--- src/rtl/brp_pkg.sv ---
package brp_pkg;

  typedef enum logic [2:0] {
    ST_IDLE,
    ST_WAIT_BANK,
    ST_WAIT_OUT,
    ST_READ,
    ST_DRAIN,
    ST_PUSH,
    ST_FLUSH
  } walk_state_e;

endpackage

--- src/rtl/brp_walker.sv ---
module brp_walker
  import brp_pkg::*;
#(
  parameter int DATA_W  = 16,
  parameter int BYTE_W  = 8,
  parameter int MAX_NOZ = 64,
  parameter int LL_W    = 12
) (
  input  logic                         clk,
  input  logic                         rst_n,
  input  logic                         start,
  input  logic [LL_W-1:0]              cfg_ll,
  input  logic [$clog2(MAX_NOZ):0]     cfg_nn,
  input  logic                         cfg_asc,
  input  logic                         cfg_lsb,
  input  logic [1:0]                   bank_full,
  input  logic                         out_full,
  input  logic                         swath_end,
  output logic                         load,
  output logic [LL_W-1:0]              ll_q,
  output logic [$clog2(MAX_NOZ):0]     nn_q,
  output logic                         rd_en,
  output logic [$clog2(MAX_NOZ):0]     rd_addr,
  output logic [$clog2(BYTE_W)-1:0]    rd_pos,
  output logic [$clog2(DATA_W)-1:0]    rd_col,
  output logic                         push,
  output logic                         bank_done,
  output logic                         wait_bank,
  output logic                         busy
);

  localparam int COL_W = $clog2(DATA_W);
  localparam int BIT_W = $clog2(BYTE_W);
  localparam int ROW_W = $clog2(MAX_NOZ);
  localparam int NN_W  = ROW_W + 1;
  localparam int GRP_W = ROW_W - BIT_W;

  walk_state_e       state_q, state_d;
  logic              bank_q, bank_d;
  logic [COL_W-1:0]  col_q, col_d;
  logic [GRP_W-1:0]  grp_q, grp_d;
  logic [BIT_W-1:0]  bit_q, bit_d;
  logic [LL_W-1:0]   chunk_q, chunk_d;
  logic [LL_W-1:0]   ll_d;
  logic [NN_W-1:0]   nn_d;
  logic              asc_q, asc_d, lsb_q, lsb_d;

  logic [GRP_W:0]    ngrp;
  logic              last_bit, last_grp, last_col, last_chunk;

  assign ngrp       = nn_q[NN_W-1:BIT_W];
  assign last_bit   = (bit_q == BIT_W'(BYTE_W - 1));
  assign last_grp   = ((GRP_W+1)'(grp_q) == ngrp - (GRP_W+1)'(1));
  assign last_col   = (col_q == COL_W'(DATA_W - 1));
  assign last_chunk = (chunk_q == (ll_q >> 1) - LL_W'(1));

  // next-state process
  always_comb begin
    state_d   = state_q;
    bank_d    = bank_q;
    col_d     = col_q;
    grp_d     = grp_q;
    bit_d     = bit_q;
    chunk_d   = chunk_q;
    ll_d      = ll_q;
    nn_d      = nn_q;
    asc_d     = asc_q;
    lsb_d     = lsb_q;
    load      = 1'b0;
    push      = 1'b0;
    bank_done = 1'b0;
    unique case (state_q)
      ST_IDLE: begin
        if (start) begin
          load    = 1'b1;
          ll_d    = cfg_ll;
          nn_d    = cfg_nn;
          asc_d   = cfg_asc;
          lsb_d   = cfg_lsb;
          bank_d  = 1'b0;
          col_d   = '0;
          grp_d   = '0;
          bit_d   = '0;
          chunk_d = '0;
          state_d = ST_WAIT_BANK;
        end
      end
      ST_WAIT_BANK: begin
        if (bank_full[bank_q]) state_d = ST_WAIT_OUT;
      end
      ST_WAIT_OUT: begin
        if (!out_full) begin
          bit_d   = '0;
          state_d = ST_READ;
        end
      end
      ST_READ: begin
        if (last_bit) state_d = ST_DRAIN;
        else          bit_d   = bit_q + BIT_W'(1);
      end
      ST_DRAIN: state_d = ST_PUSH;
      ST_PUSH: begin
        push    = 1'b1;
        state_d = ST_WAIT_OUT;
        if (last_grp) begin
          grp_d = '0;
          if (last_col) begin
            col_d     = '0;
            bank_done = 1'b1;
            bank_d    = ~bank_q;
            chunk_d   = chunk_q + LL_W'(1);
            state_d   = last_chunk ? ST_FLUSH : ST_WAIT_BANK;
          end else begin
            col_d = col_q + COL_W'(1);
          end
        end else begin
          grp_d = grp_q + GRP_W'(1);
        end
      end
      ST_FLUSH: begin
        if (swath_end) state_d = ST_IDLE;
      end
      default: state_d = ST_IDLE;
    endcase
  end

  // register process
  always_ff @(posedge clk or negedge rst_n) begin
    if (!rst_n) begin
      state_q <= ST_IDLE;
      bank_q  <= 1'b0;
      col_q   <= '0;
      grp_q   <= '0;
      bit_q   <= '0;
      chunk_q <= '0;
      ll_q    <= '0;
      nn_q    <= '0;
      asc_q   <= 1'b0;
      lsb_q   <= 1'b0;
    end else begin
      state_q <= state_d;
      bank_q  <= bank_d;
      col_q   <= col_d;
      grp_q   <= grp_d;
      bit_q   <= bit_d;
      chunk_q <= chunk_d;
      if (load) begin
        ll_q  <= ll_d;
        nn_q  <= nn_d;
        asc_q <= asc_d;
        lsb_q <= lsb_d;
      end
    end
  end

  assign rd_en     = (state_q == ST_READ);
  assign rd_addr   = {bank_q, grp_q, bit_q};
  assign rd_pos    = lsb_q ? bit_q : (BIT_W'(BYTE_W - 1) - bit_q);
  assign rd_col    = asc_q ? col_q : (COL_W'(DATA_W - 1) - col_q);
  assign wait_bank = (state_q == ST_WAIT_BANK) && !bank_full[bank_q];
  assign busy      = (state_q != ST_IDLE);

endmodule

--- src/rtl/brp_assembler.sv ---
module brp_assembler #(
  parameter int DATA_W = 16,
  parameter int BYTE_W = 8
) (
  input  logic                      clk,
  input  logic                      rst_n,
  input  logic                      rd_en,
  input  logic [$clog2(BYTE_W)-1:0] rd_pos,
  input  logic [$clog2(DATA_W)-1:0] rd_col,
  input  logic [DATA_W-1:0]         rd_data,
  input  logic                      push,
  input  logic                      hold,
  input  logic                      out_ready,
  output logic                      out_valid,
  output logic [BYTE_W-1:0]         out_data,
  output logic                      out_full,
  output logic                      accept
);

  localparam int COL_W = $clog2(DATA_W);
  localparam int BIT_W = $clog2(BYTE_W);

  logic              tag_vld_q;
  logic [BIT_W-1:0]  tag_pos_q;
  logic [COL_W-1:0]  tag_col_q;
  logic [BYTE_W-1:0] acc_q, acc_d;
  logic [BYTE_W-1:0] out_q, out_d;
  logic              full_q, full_d;

  assign out_valid = full_q && !hold;
  assign accept    = out_valid && out_ready;
  assign out_full  = full_q;
  assign out_data  = out_q;

  // next-state process
  always_comb begin
    acc_d  = acc_q;
    out_d  = out_q;
    full_d = full_q;
    if (tag_vld_q) acc_d[tag_pos_q] = rd_data[tag_col_q];
    if (push) begin
      out_d  = acc_q;
      full_d = 1'b1;
    end else if (accept) begin
      full_d = 1'b0;
    end
  end

  // register process
  always_ff @(posedge clk or negedge rst_n) begin
    if (!rst_n) begin
      tag_vld_q <= 1'b0;
      tag_pos_q <= '0;
      tag_col_q <= '0;
      acc_q     <= '0;
      out_q     <= '0;
      full_q    <= 1'b0;
    end else begin
      tag_vld_q <= rd_en;
      if (rd_en) begin
        tag_pos_q <= rd_pos;
        tag_col_q <= rd_col;
      end
      acc_q  <= acc_d;
      out_q  <= out_d;
      full_q <= full_d;
    end
  end

endmodule

--- src/rtl/brp_swath_ctl.sv ---
module brp_swath_ctl #(
  parameter int LL_W = 12,
  parameter int NN_W = 7
) (
  input  logic            clk,
  input  logic            rst_n,
  input  logic            load,
  input  logic [LL_W-1:0] ll,
  input  logic [NN_W-1:0] nn,
  input  logic            accept,
  input  logic            wait_bank,
  input  logic            out_ready,
  input  logic            out_full,
  input  logic            underrun_clr,
  output logic            swath_end,
  output logic            done,
  output logic            underrun
);

  localparam int TOT_W = LL_W + NN_W;

  logic [TOT_W-1:0] total;
  logic [TOT_W-1:0] cnt_q, cnt_d;
  logic             done_q, under_q, under_d, under_set;

  assign total     = TOT_W'(ll) * TOT_W'(nn);
  assign swath_end = accept && (cnt_q == total - TOT_W'(1));
  assign under_set = wait_bank && out_ready && !out_full;

  // next-state process
  always_comb begin
    cnt_d = cnt_q;
    if (load)        cnt_d = '0;
    else if (accept) cnt_d = cnt_q + TOT_W'(1);
    under_d = under_set || (under_q && !underrun_clr);
  end

  // register process
  always_ff @(posedge clk or negedge rst_n) begin
    if (!rst_n) begin
      cnt_q   <= '0;
      done_q  <= 1'b0;
      under_q <= 1'b0;
    end else begin
      cnt_q   <= cnt_d;
      done_q  <= swath_end;
      under_q <= under_d;
    end
  end

  assign done     = done_q;
  assign underrun = under_q;

endmodule

--- src/rtl/brp_engine.sv ---
module brp_engine #(
  parameter int DATA_W  = 16,
  parameter int BYTE_W  = 8,
  parameter int MAX_NOZ = 64,
  parameter int LL_W    = 12
) (
  input  logic                      clk,
  input  logic                      rst_n,
  input  logic                      start,
  input  logic [LL_W-1:0]           cfg_line_len,
  input  logic [$clog2(MAX_NOZ):0]  cfg_nozzles,
  input  logic                      cfg_col_ascend,
  input  logic                      cfg_lsb_first,
  input  logic [1:0]                bank_full,
  output logic                      mem_rd_en,
  output logic [$clog2(MAX_NOZ):0]  mem_addr,
  input  logic [DATA_W-1:0]         mem_rd_data,
  output logic                      bank_done,
  output logic                      out_valid,
  input  logic                      out_ready,
  output logic [BYTE_W-1:0]         out_data,
  output logic                      underrun,
  input  logic                      underrun_clr,
  output logic                      busy,
  output logic                      done
);

  localparam int NN_W  = $clog2(MAX_NOZ) + 1;
  localparam int COL_W = $clog2(DATA_W);
  localparam int BIT_W = $clog2(BYTE_W);

  logic              load, push, wait_bank, swath_end, out_full, accept;
  logic [LL_W-1:0]   ll_q;
  logic [NN_W-1:0]   nn_q;
  logic [BIT_W-1:0]  rd_pos;
  logic [COL_W-1:0]  rd_col;

  brp_walker #(
    .DATA_W(DATA_W), .BYTE_W(BYTE_W), .MAX_NOZ(MAX_NOZ), .LL_W(LL_W)
  ) u_walker (
    .clk(clk), .rst_n(rst_n), .start(start),
    .cfg_ll(cfg_line_len), .cfg_nn(cfg_nozzles),
    .cfg_asc(cfg_col_ascend), .cfg_lsb(cfg_lsb_first),
    .bank_full(bank_full), .out_full(out_full), .swath_end(swath_end),
    .load(load), .ll_q(ll_q), .nn_q(nn_q),
    .rd_en(mem_rd_en), .rd_addr(mem_addr), .rd_pos(rd_pos), .rd_col(rd_col),
    .push(push), .bank_done(bank_done), .wait_bank(wait_bank), .busy(busy)
  );

  brp_assembler #(.DATA_W(DATA_W), .BYTE_W(BYTE_W)) u_asm (
    .clk(clk), .rst_n(rst_n),
    .rd_en(mem_rd_en), .rd_pos(rd_pos), .rd_col(rd_col), .rd_data(mem_rd_data),
    .push(push), .hold(underrun), .out_ready(out_ready),
    .out_valid(out_valid), .out_data(out_data), .out_full(out_full),
    .accept(accept)
  );

  brp_swath_ctl #(.LL_W(LL_W), .NN_W(NN_W)) u_ctl (
    .clk(clk), .rst_n(rst_n), .load(load), .ll(ll_q), .nn(nn_q),
    .accept(accept), .wait_bank(wait_bank), .out_ready(out_ready),
    .out_full(out_full), .underrun_clr(underrun_clr),
    .swath_end(swath_end), .done(done), .underrun(underrun)
  );

endmodule

--- config.mk ---
export PLATFORM = sky130hd
export DESIGN_NAME = brp_engine
export DESIGN_NICKNAME = d
export VERILOG_FILES = /design/src/rtl/brp_pkg.sv /design/src/rtl/brp_walker.sv /design/src/rtl/brp_assembler.sv /design/src/rtl/brp_swath_ctl.sv /design/src/rtl/brp_engine.sv
export SDC_FILE = /design/constraint.sdc
export NUM_CORES = 1
export LEC_CHECK = 0
export ABC_AREA = 1
export BUFFER_PORTS_ARGS = -buffer_cell sky130_fd_sc_hd__buf_4
export CORE_ASPECT_RATIO = 1.75
export CORE_MARGIN = 2
export CORE_UTILIZATION = 35
export CTS_CLUSTER_DIAMETER = 30
export CTS_CLUSTER_SIZE = 28
export DETAILED_ROUTE_END_ITERATION = 12
export PLACE_DENSITY = 0.57
export SLEW_MARGIN = 20
export SYNTH_ARGS = -nofsm -noshare
export SYNTH_HDL_FRONTEND = slang
export SYNTH_SLANG_ARGS = --single-unit
--- constraint.sdc ---
create_clock -name clk -period 4.7 [get_ports clk]
set_input_delay 0.705 -clock clk [delete_from_list [all_inputs] [get_ports clk]]
set_output_delay 0.705 -clock clk [all_outputs]
set_load 0.05 [all_outputs]
==> results.md, run 1 <==
Run status:
- The run finished with clean final reports.

Yosys:
- After synthesis the cells add up to roughly 0.0084 mm².
- Synthesis produced a netlist with a net count of approximately 1300.
- A synthesized cell averages 7.34 µm².
- The warning count from the yosys run is 0.
- Of the synthesized area, sequential elements account for 0.279.
- The netlist uses between 40 and 50 different library cells.
- The number of register bits inferred by synthesis is a little over 90.
- In the synthesized netlist, the number of instances is roughly 1100.
- Counting flops with a built-in enable in the synthesized netlist gives 0.
- The proportion of register bits with asynchronous set or reset after synthesis is 1.00.
- The most used flip-flop cell after synthesis is sky130_fd_sc_hd__dfrtp_1.

Die:
- The die covers between 0.02 and 0.03 mm².
- The floorplan die width is between 100 and 150 µm.
- The number of top-level pins is 65.
- Measured along the y axis, the die boundary spans roughly 210 µm.
- The floorplan has 74 rows.
- The initial utilization of the core area, before any placement, comes to 0.357.
- The core area is 0.0234 mm².

Drt:
- The routed layout has between 7000 and 8000 vias.
- In the routed design, unresolved DRC markers number 0.
- Wires add up to around 22000 µm.
- The via-per-instance ratio is 4.75.
- In the final routed layout, each cell accounts on average for about 14 µm.
- After the first detailed-routing iteration, the DRC count stood at 295.
- The number of optimization iterations in the first detailed-route pass is 4.
- The count of nets left with antenna violations once routing finished came out at 0.

STA:
- The clock skew after layout is 10.5 ps.
- The worst slew margin relative to its limit is 0.463.
- Derived from the worst setup path, the maximum achievable clock frequency is around 0.22 GHz.
- The final worst slack is about 220 ps.
- Setup violations remaining at the end of the flow were counted as 0.
- The final hold violation count is 0.
- At the pin with the least slew margin, the transition time is between 800 and 900 ps.
- The final period demand of the worst path is 4480 ps.
- The share of the clock period used by the worst path is 0.953.
- The worst hold slack is 401 ps.
- The max-slew violation count came to 0.

Layout:
- The area of the multi-input gates is approximately 0.0054 mm².
- The commonest non-fill, non-tap cell in the layout is sky130_fd_sc_hd__nand2_1.
- The number of standard cells in the final layout excluding fillers is approximately 1500.
- The number of fill cells in the layout is 2412.
- The total inserted antenna cells is 0.
- The number of nets in the final layout is roughly 1400.
- The sequential standard cell area is around 0.0023 mm².
- Compared with the post-synthesis result, the final layout area differs by 20.6%.
- In the final layout, the share of cells above drive strength 1 is 0.182.
- Leaving out fill and tap cells, the most frequent cells in the layout are sky130_fd_sc_hd__nand2_1 (320), sky130_fd_sc_hd__inv_1 (206), sky130_fd_sc_hd__buf_4 (109).

Job:
- Across the run, the number of max-cap violations was 0.

Place:
- Prior to clock tree synthesis, the placed netlist has a worst setup slack of -189 ps.
- After detailed placement, the design holds a cell count of roughly 1500.
- The weighted congestion at the end of routability-driven global placement is 0.867.
- Detailed placement finished with a half-perimeter wire length of around 17000 µm.
- In this run the tool buffered the top-level ports with between 60 and 70 buffer cells.

Global route:
- The number of antenna violations at the first check in global routing was 0.
- Global routing finished with a remaining overflow of 0.
- Entering global routing, the biggest net connects 58 pins.
- The via count of the first global-routing pass came to 7607.
- The first global-routing pass estimated roughly 37000 µm of wire.
- In the global route stage, overall resource usage came out at 0.186.

Worst hold path:
- The worst hold-check path type is primary input to asynchronous set/reset pin.

Clock tree:
- The H-tree depth is 3.
- At the later pin of the worst-skew pair, clock insertion delay measures roughly 370 ps.
- The number of hold-repair buffers added at the cts stage is 0.
- The clock tree root buffer cell is sky130_fd_sc_hd__clkbuf_16.
- Counting the buffers created by CTS gives 9.
- The total clock sinks is 93.
- The CTS tree is built.
- After clock tree synthesis, the clock-pin slew on the worst setup and hold paths is 80 ps.
- The buffer levels on the longest clock path is 2.

Worst setup path:
- Data on the critical path is required at its endpoint by between 4000 and 5000 ps.
- On the worst path, the slowest cell contributes a delay of roughly 570 ps.
- The slowest stage of the critical path is the sky130_fd_sc_hd__fa_1 cell.
- STA classifies the critical path endpoint as a register.
- The largest driver fanout on the critical path is 5.
- STA puts the critical path data arrival time at between 4000 and 5000 ps.
- The sum of buffers and inverters on the critical path is 3.
- The family of cells with the greatest summed delay on the critical path is adder cells.
- STA classifies the critical path startpoint as a register.
- Walking the worst path, the cells encountered are buf_4, buf_4, nand2_2, fa_1, fa_2, fa_1, inv_1, fa_1, ha_4, nand2_1, nand2_1, nand2_1, nand2_1, a21oi_4, nand3_1, nand3_1, nand2_1, nor2_1, nand2_2, o21ai_4, nand2_1, nand2_1, nand2_1.
- The critical path start-end classification is register to register.
- In this design, the critical path's most frequently occurring cell is sky130_fd_sc_hd__nand2_1.
registers in the layout (all words and copies together), names as in the netlist:
| signal | count |
|---|---|
| u_ctl.cnt_q | 19 |
| u_walker.chunk_q | 12 |
| u_walker.ll_q | 12 |
| u_asm.acc_q | 8 |
| u_asm.out_data | 8 |
| u_walker.nn_q | 7 |
| u_asm.tag_col_q | 4 |
| u_walker.col_q | 4 |
| u_asm.tag_pos_q | 3 |
| u_walker.bit_q | 3 |
| u_walker.grp_q | 3 |
| u_walker.state_q | 3 |
| u_asm.out_full | 1 |
| u_asm.tag_vld_q | 1 |
| u_ctl.done | 1 |
| u_ctl.underrun | 1 |
| u_walker.asc_q | 1 |
| u_walker.bank_q | 1 |
| u_walker.lsb_q | 1 |
path summary, 6_finish.rpt:
| check | startpoint | to | slack (ps) | cells after the start |
|---|---|---|---|---|
| max in group asynchronous | rst_n | u_ctl.done | 3280 | 2 |
| setup / recovery | u_walker.nn_q[3] | u_walker.state_q[1] | 220 | 23 |
| setup reg to reg | u_walker.nn_q[3] | u_walker.state_q[1] | 220 | 23 |
| hold reg to reg | u_walker.nn_q[1] | u_walker.nn_q[1] | 480 | 2 |
| min in group clk | u_walker.nn_q[1] | u_walker.nn_q[1] | 480 | 2 |
| hold / removal | rst_n | u_walker.chunk_q[0] | 400 | 1 |
final cells by class:
type                       count  area share
clock buffer                   9      0.0224
clock inverter                 7     0.00720
inverter                     217      0.0809
multi-input combinational    794       0.535
sequential                    93       0.232
tap                          304      0.0378
timing repair buffer         112      0.0848
worst register-to-register path: stages (launching register included):
cell	delay [ps]
sky130_fd_sc_hd__dfrtp_2	430
sky130_fd_sc_hd__buf_4	150
sky130_fd_sc_hd__buf_4	130
sky130_fd_sc_hd__nand2_2	50
sky130_fd_sc_hd__fa_1	440
sky130_fd_sc_hd__fa_2	410
sky130_fd_sc_hd__fa_1	540
sky130_fd_sc_hd__inv_1	60
sky130_fd_sc_hd__fa_1	570
sky130_fd_sc_hd__ha_4	240
sky130_fd_sc_hd__nand2_1	70
sky130_fd_sc_hd__nand2_1	90
sky130_fd_sc_hd__nand2_1	70
sky130_fd_sc_hd__nand2_1	80
sky130_fd_sc_hd__a21oi_4	190
sky130_fd_sc_hd__nand3_1	100
sky130_fd_sc_hd__nand3_1	110
sky130_fd_sc_hd__nand2_1	50
sky130_fd_sc_hd__nor2_1	110
sky130_fd_sc_hd__nand2_2	100
sky130_fd_sc_hd__o21ai_4	190
sky130_fd_sc_hd__nand2_1	70
sky130_fd_sc_hd__nand2_1	70
sky130_fd_sc_hd__nand2_1	50
layer usage:
| metal | GRT usage | vias to the layer above | share of wire |
|---|---|---|---|
| met5 | 0 | - | 0 |
| met4 | 0.0926 | 0 | 0.044 |
| met2 | 0.358 | 116 | 0.56 |
| met1 | 0.193 | 3449 | 0.38 |
| met3 | 0.0230 | 55 | 0.020 |
| li1 | - | 3682 | - |
logic make-up after synthesis:
group	count (synthesis)	synth area share
mux	5	0.00599
flops	93	0.279
compound gates	116	0.0786
buf+inv	251	0.115
fa+ha+maj	106	0.207
simple gates	523	0.265
xor+xnor	44	0.0487
synth_stat cells (3+ instances only):
library cell	instances	area share
sky130_fd_sc_hd__a21oi_1	23	0.014
sky130_fd_sc_hd__and2_1	3	0.0022
sky130_fd_sc_hd__buf_2	9	0.0054
sky130_fd_sc_hd__clkbuf_1	22	0.0099
sky130_fd_sc_hd__dfrtp_1	93	0.28
sky130_fd_sc_hd__fa_1	54	0.13
sky130_fd_sc_hd__ha_1	52	0.078
sky130_fd_sc_hd__inv_1	210	0.094
sky130_fd_sc_hd__inv_2	6	0.0027
sky130_fd_sc_hd__mux2i_1	5	0.0060
sky130_fd_sc_hd__nand2_1	338	0.15
sky130_fd_sc_hd__nand2_2	4	0.0030
sky130_fd_sc_hd__nand3_1	55	0.033
sky130_fd_sc_hd__nand3_2	3	0.0036
sky130_fd_sc_hd__nand3b_1	3	0.0027
sky130_fd_sc_hd__nand4_1	17	0.013
sky130_fd_sc_hd__nor2_1	69	0.031
sky130_fd_sc_hd__nor2_2	6	0.0045
sky130_fd_sc_hd__nor3_1	13	0.0078
sky130_fd_sc_hd__nor3_2	3	0.0036
sky130_fd_sc_hd__o21a_1	4	0.0036
sky130_fd_sc_hd__o21ai_0	66	0.040
sky130_fd_sc_hd__o21bai_1	3	0.0027
sky130_fd_sc_hd__o221ai_1	4	0.0042
sky130_fd_sc_hd__o22ai_1	5	0.0037
sky130_fd_sc_hd__xnor2_1	21	0.022
sky130_fd_sc_hd__xor2_1	21	0.022
stage by stage:
step,utilization,cell area [µm²],TNS [ps]
final,0.430,10100,0
after global routing,0.430,10100,-68.9
after CTS,0.412,9660,0
after detailed placement,0.395,9260,-446
after global placement,0.395,9260,-365
after floorplan,-,8350,0
what timing repair did:
action                     CTS  global route
pin swaps                    1            53
setup endpoints to repair    3             4
setup buffers                8            14
gates resized for setup      9            77
cloned                       0             0
Power of run 1 is left out: the tool's default activity adds up to more than one toggle a clock period on the data nets, which glitch-free logic cannot reach.
==> inputs of run 2 (changes only) <==
==> constraint.sdc (replaced) <==
create_clock -name clk -period 4.7 [get_ports clk]
set_input_delay 0.235 -clock clk [delete_from_list [all_inputs] [get_ports clk]]
set_output_delay 0.235 -clock clk [all_outputs]
set_load 0.05 [all_outputs]
==> run 2 against run 1 <==
Net effect:
- sequential cell count is the same
- first-iteration DRC count grew 14%
- clock skew is essentially flat
- clock-buffer cell count is the same
- maximum frequency shrank 0.44%
- non-clock buffer count shrank 4
- routed wire length shrank 0.94%
- via count grew 0.18%
- final cell count shrank 0.26%
- critical path depth shrank 3
- final area shrank 1.4%
==> results.md, run 2 (same netlist as run 1, synthesis figures left out) <==
Run status:
- The run finished with clean final reports.

Worst hold path:
- Along the worst hold path, the cell count comes to 2.
- The worst hold-check path type is primary input to register.

Clock tree:
- The total clock sinks was 93 (unchanged).
- In this run the clock root is driven by a sky130_fd_sc_hd__clkbuf_16.
- The H-tree depth is 3 (unchanged).
- The CTS tree is built.
- The clock slew seen by the registers of the worst setup and hold paths came to 70 ps (about the same).
- The buffer levels on the longest clock path is 2 (unchanged).
- The total CTS buffers is 9 (unchanged).
- The clock latency on the worst-skew pair came to 370 ps (about the same).

Job:
- The number of maximum-capacitance violations is 0 (unchanged).

STA:
- The max-slew violation count is 0 (unchanged).
- The number of setup violations in the final report is 0 (unchanged).
- The sum of negative setup slack is 0 ps (unchanged).
- The final period demand of the worst path is 4500 ps (+19.8 ps).
- The clock skew after layout is 10.4 ps (-0.118 ps).
- The final hold violation count came to 0 (unchanged).
- The maximum clock frequency is 0.222 GHz (-0.44%).
- The share of the clock period used by the worst path is 0.958 (+0.00421).
- The worst slew margin relative to its limit is 0.527 (+0.0640).
- The transition time at the pin with the least slew margin is 709 ps (-96.1 ps).

Drt:
- The detail-routed net length per standard cell is 14.2 µm (-0.68%).
- The number of optimization iterations in the first detailed-route pass came to 5 (+1).
- The total wire length was 21700 µm (-0.94%).
- The number of nets still failing antenna checks after routing came to 0 (unchanged).
- The post-route DRC violation count is 0 (unchanged).
- The number of violations reported at the end of detailed-routing iteration 0 came to 336 (+14%).
- The total via count in the routed design came to 7315 (+0.18%).
- The via-per-instance ratio is 4.77 (+0.44%).

Global route:
- The maximum number of pins on one net before global-route repair is 55 (-5.2%).
- The combined global-route utilization of all metal layers is 0.182 (-0.00436).
- The number of antenna violations at the first check in global routing came to 0 (unchanged).
- The final global-route overflow total is 0 (unchanged).
- The wire length of the first global-routing pass is 35900 µm (-2.5%).
- The via count of the first global-routing pass is 7403 (-2.7%).

Layout:
- The largest registers in the layout are u_ctl.cnt_q: 19 flops, u_walker.chunk_q: 12 flops, u_walker.ll_q: 12 flops.
- More flip-flops sit in one register than any other, and that register is u_ctl.cnt_q.
- The library cells used most frequently in the layout, excluding fill and tap cells, are sky130_fd_sc_hd__nand2_1 (324), sky130_fd_sc_hd__inv_1 (208), sky130_fd_sc_hd__buf_4 (105).
- The fraction of layout instances using a drive strength above 1 is 0.168 (-0.0141).
- The number of nets in the final layout is 1373 (-0.29%).
- The synthesis-to-finish area growth is 18.9%.
- The total inserted antenna cells is 0 (unchanged).
- Leaving out fill and tap cells, the most frequent cell in the layout is sky130_fd_sc_hd__nand2_1.
- The flip-flop count of the largest register after layout was 19 (unchanged).

Die:
- The number of placement rows is 74 (unchanged).
- The starting density of the core is 0.357 (unchanged).
- The floorplan die width came to 121 µm (unchanged).
- The vertical extent of the die is 208 µm (unchanged).
- The number of top-level pins is 65 (unchanged).
- The full die area is 0.0252 mm² (unchanged).
- The core area is 0.0234 mm² (unchanged).

Worst setup path:
- The arrival time at the worst endpoint is 4770 ps (+20 ps).
- The depth of the most critical reg-to-reg path is 20 (-13%).
- The startpoint type of the worst setup path is a register.
- The largest driver fanout on the critical path was 5 (unchanged).
- The critical path is of the register to register type.
- The element type at the critical path end is a register.
- The critical path data required time is 4970 ps (about the same).

Place:
- The number of I/O port buffers is 64 (unchanged).
- The sum of net half-perimeters after detailed placement was 17300 µm (-0.25%).
- The weighted congestion at the end of routability-driven global placement came to 0.905 (+4.4%).
run 2: cell count changes in the layout (fill, tap and decap cells not counted), sizes merged:
cell,change
clkbuf,+2
clkinv,+2
inv,-2
dlygate4sd3,+1
buf,-7
run 2: through the flow:
stage,hold slack (ps),cell area [µm²],utilization,std cells,worst slack [ps]
3_3_place_gp,258,9250,0.395,1497,-39.4
5_1_grt,37.0,9930,0.424,1532,-29.2
6_report,41.0,9930,0.424,1532,199
2_1_floorplan,-60.6,8350,-,1138,275
4_1_cts,25.5,9560,0.408,1514,16.9
3_5_place_dp,256,9250,0.395,1497,-50.5
run 2: critical path, cell delays in order, from the launching register on:
cell                       delay, ps
sky130_fd_sc_hd__dfrtp_2         390
sky130_fd_sc_hd__clkbuf_4        180
sky130_fd_sc_hd__nand2_1          80
sky130_fd_sc_hd__fa_2            550
sky130_fd_sc_hd__fa_1            430
sky130_fd_sc_hd__fa_1            480
sky130_fd_sc_hd__fa_1            550
sky130_fd_sc_hd__inv_1            90
sky130_fd_sc_hd__ha_4            300
sky130_fd_sc_hd__nand2_2          90
sky130_fd_sc_hd__nor2_2          130
sky130_fd_sc_hd__nand2_1          70
sky130_fd_sc_hd__nand3_2          80
sky130_fd_sc_hd__xor2_1          170
sky130_fd_sc_hd__nand3_1         110
sky130_fd_sc_hd__nor2_2          130
sky130_fd_sc_hd__nand4_1         160
sky130_fd_sc_hd__o21ai_2         240
sky130_fd_sc_hd__nand2_1          70
sky130_fd_sc_hd__nand2_1          60
sky130_fd_sc_hd__nand2_1          40
run 2: layout make-up:
type	instances	area, µm²
fillers	2396	13500
clock inverters	7	70.1
flip-flops and latches	93	2340
multi-input cells	794	5290
clock buffers	9	225
repair buffers	108	811
well taps	304	380
inverters	217	815
run 2: routing by layer:
metal | track usage | share of wire | wire, µm | vias up
met4 | 0.0754 | 0.033 | 727 | 0
met3 | 0.0228 | 0.027 | 589 | 39
met2 | 0.350 | 0.55 | 12000 | 123
li1 | - | - | - | 3683
met5 | 0 | 0 | 0 | -
met1 | 0.194 | 0.39 | 8420 | 3470
run 2: final timing paths:
kind,startpoint,end,slack [ps]
max reg2reg,u_walker.nn_q[3],u_walker.state_q[1],200
max,u_walker.nn_q[3],u_walker.state_q[1],200
min reg2reg,u_asm.out_data[3],u_asm.out_data[3],490
min,underrun_clr,u_ctl.underrun,40
min in group asynchronous,rst_n,u_walker.chunk_q[2],370
max in group asynchronous,rst_n,u_ctl.cnt_q[5],3190
run 2: repair_timing:
action / in CTS / in global routing
setup endpoints to repair: 2 / 4
pin swaps: 0 / 22
buffers inserted: 0 / 18
gates resized for setup: 3 / 60
hold buffers: 1 / 0
hold endpoints to repair: 39 / 0
Power of run 2 is left out for the same reason.
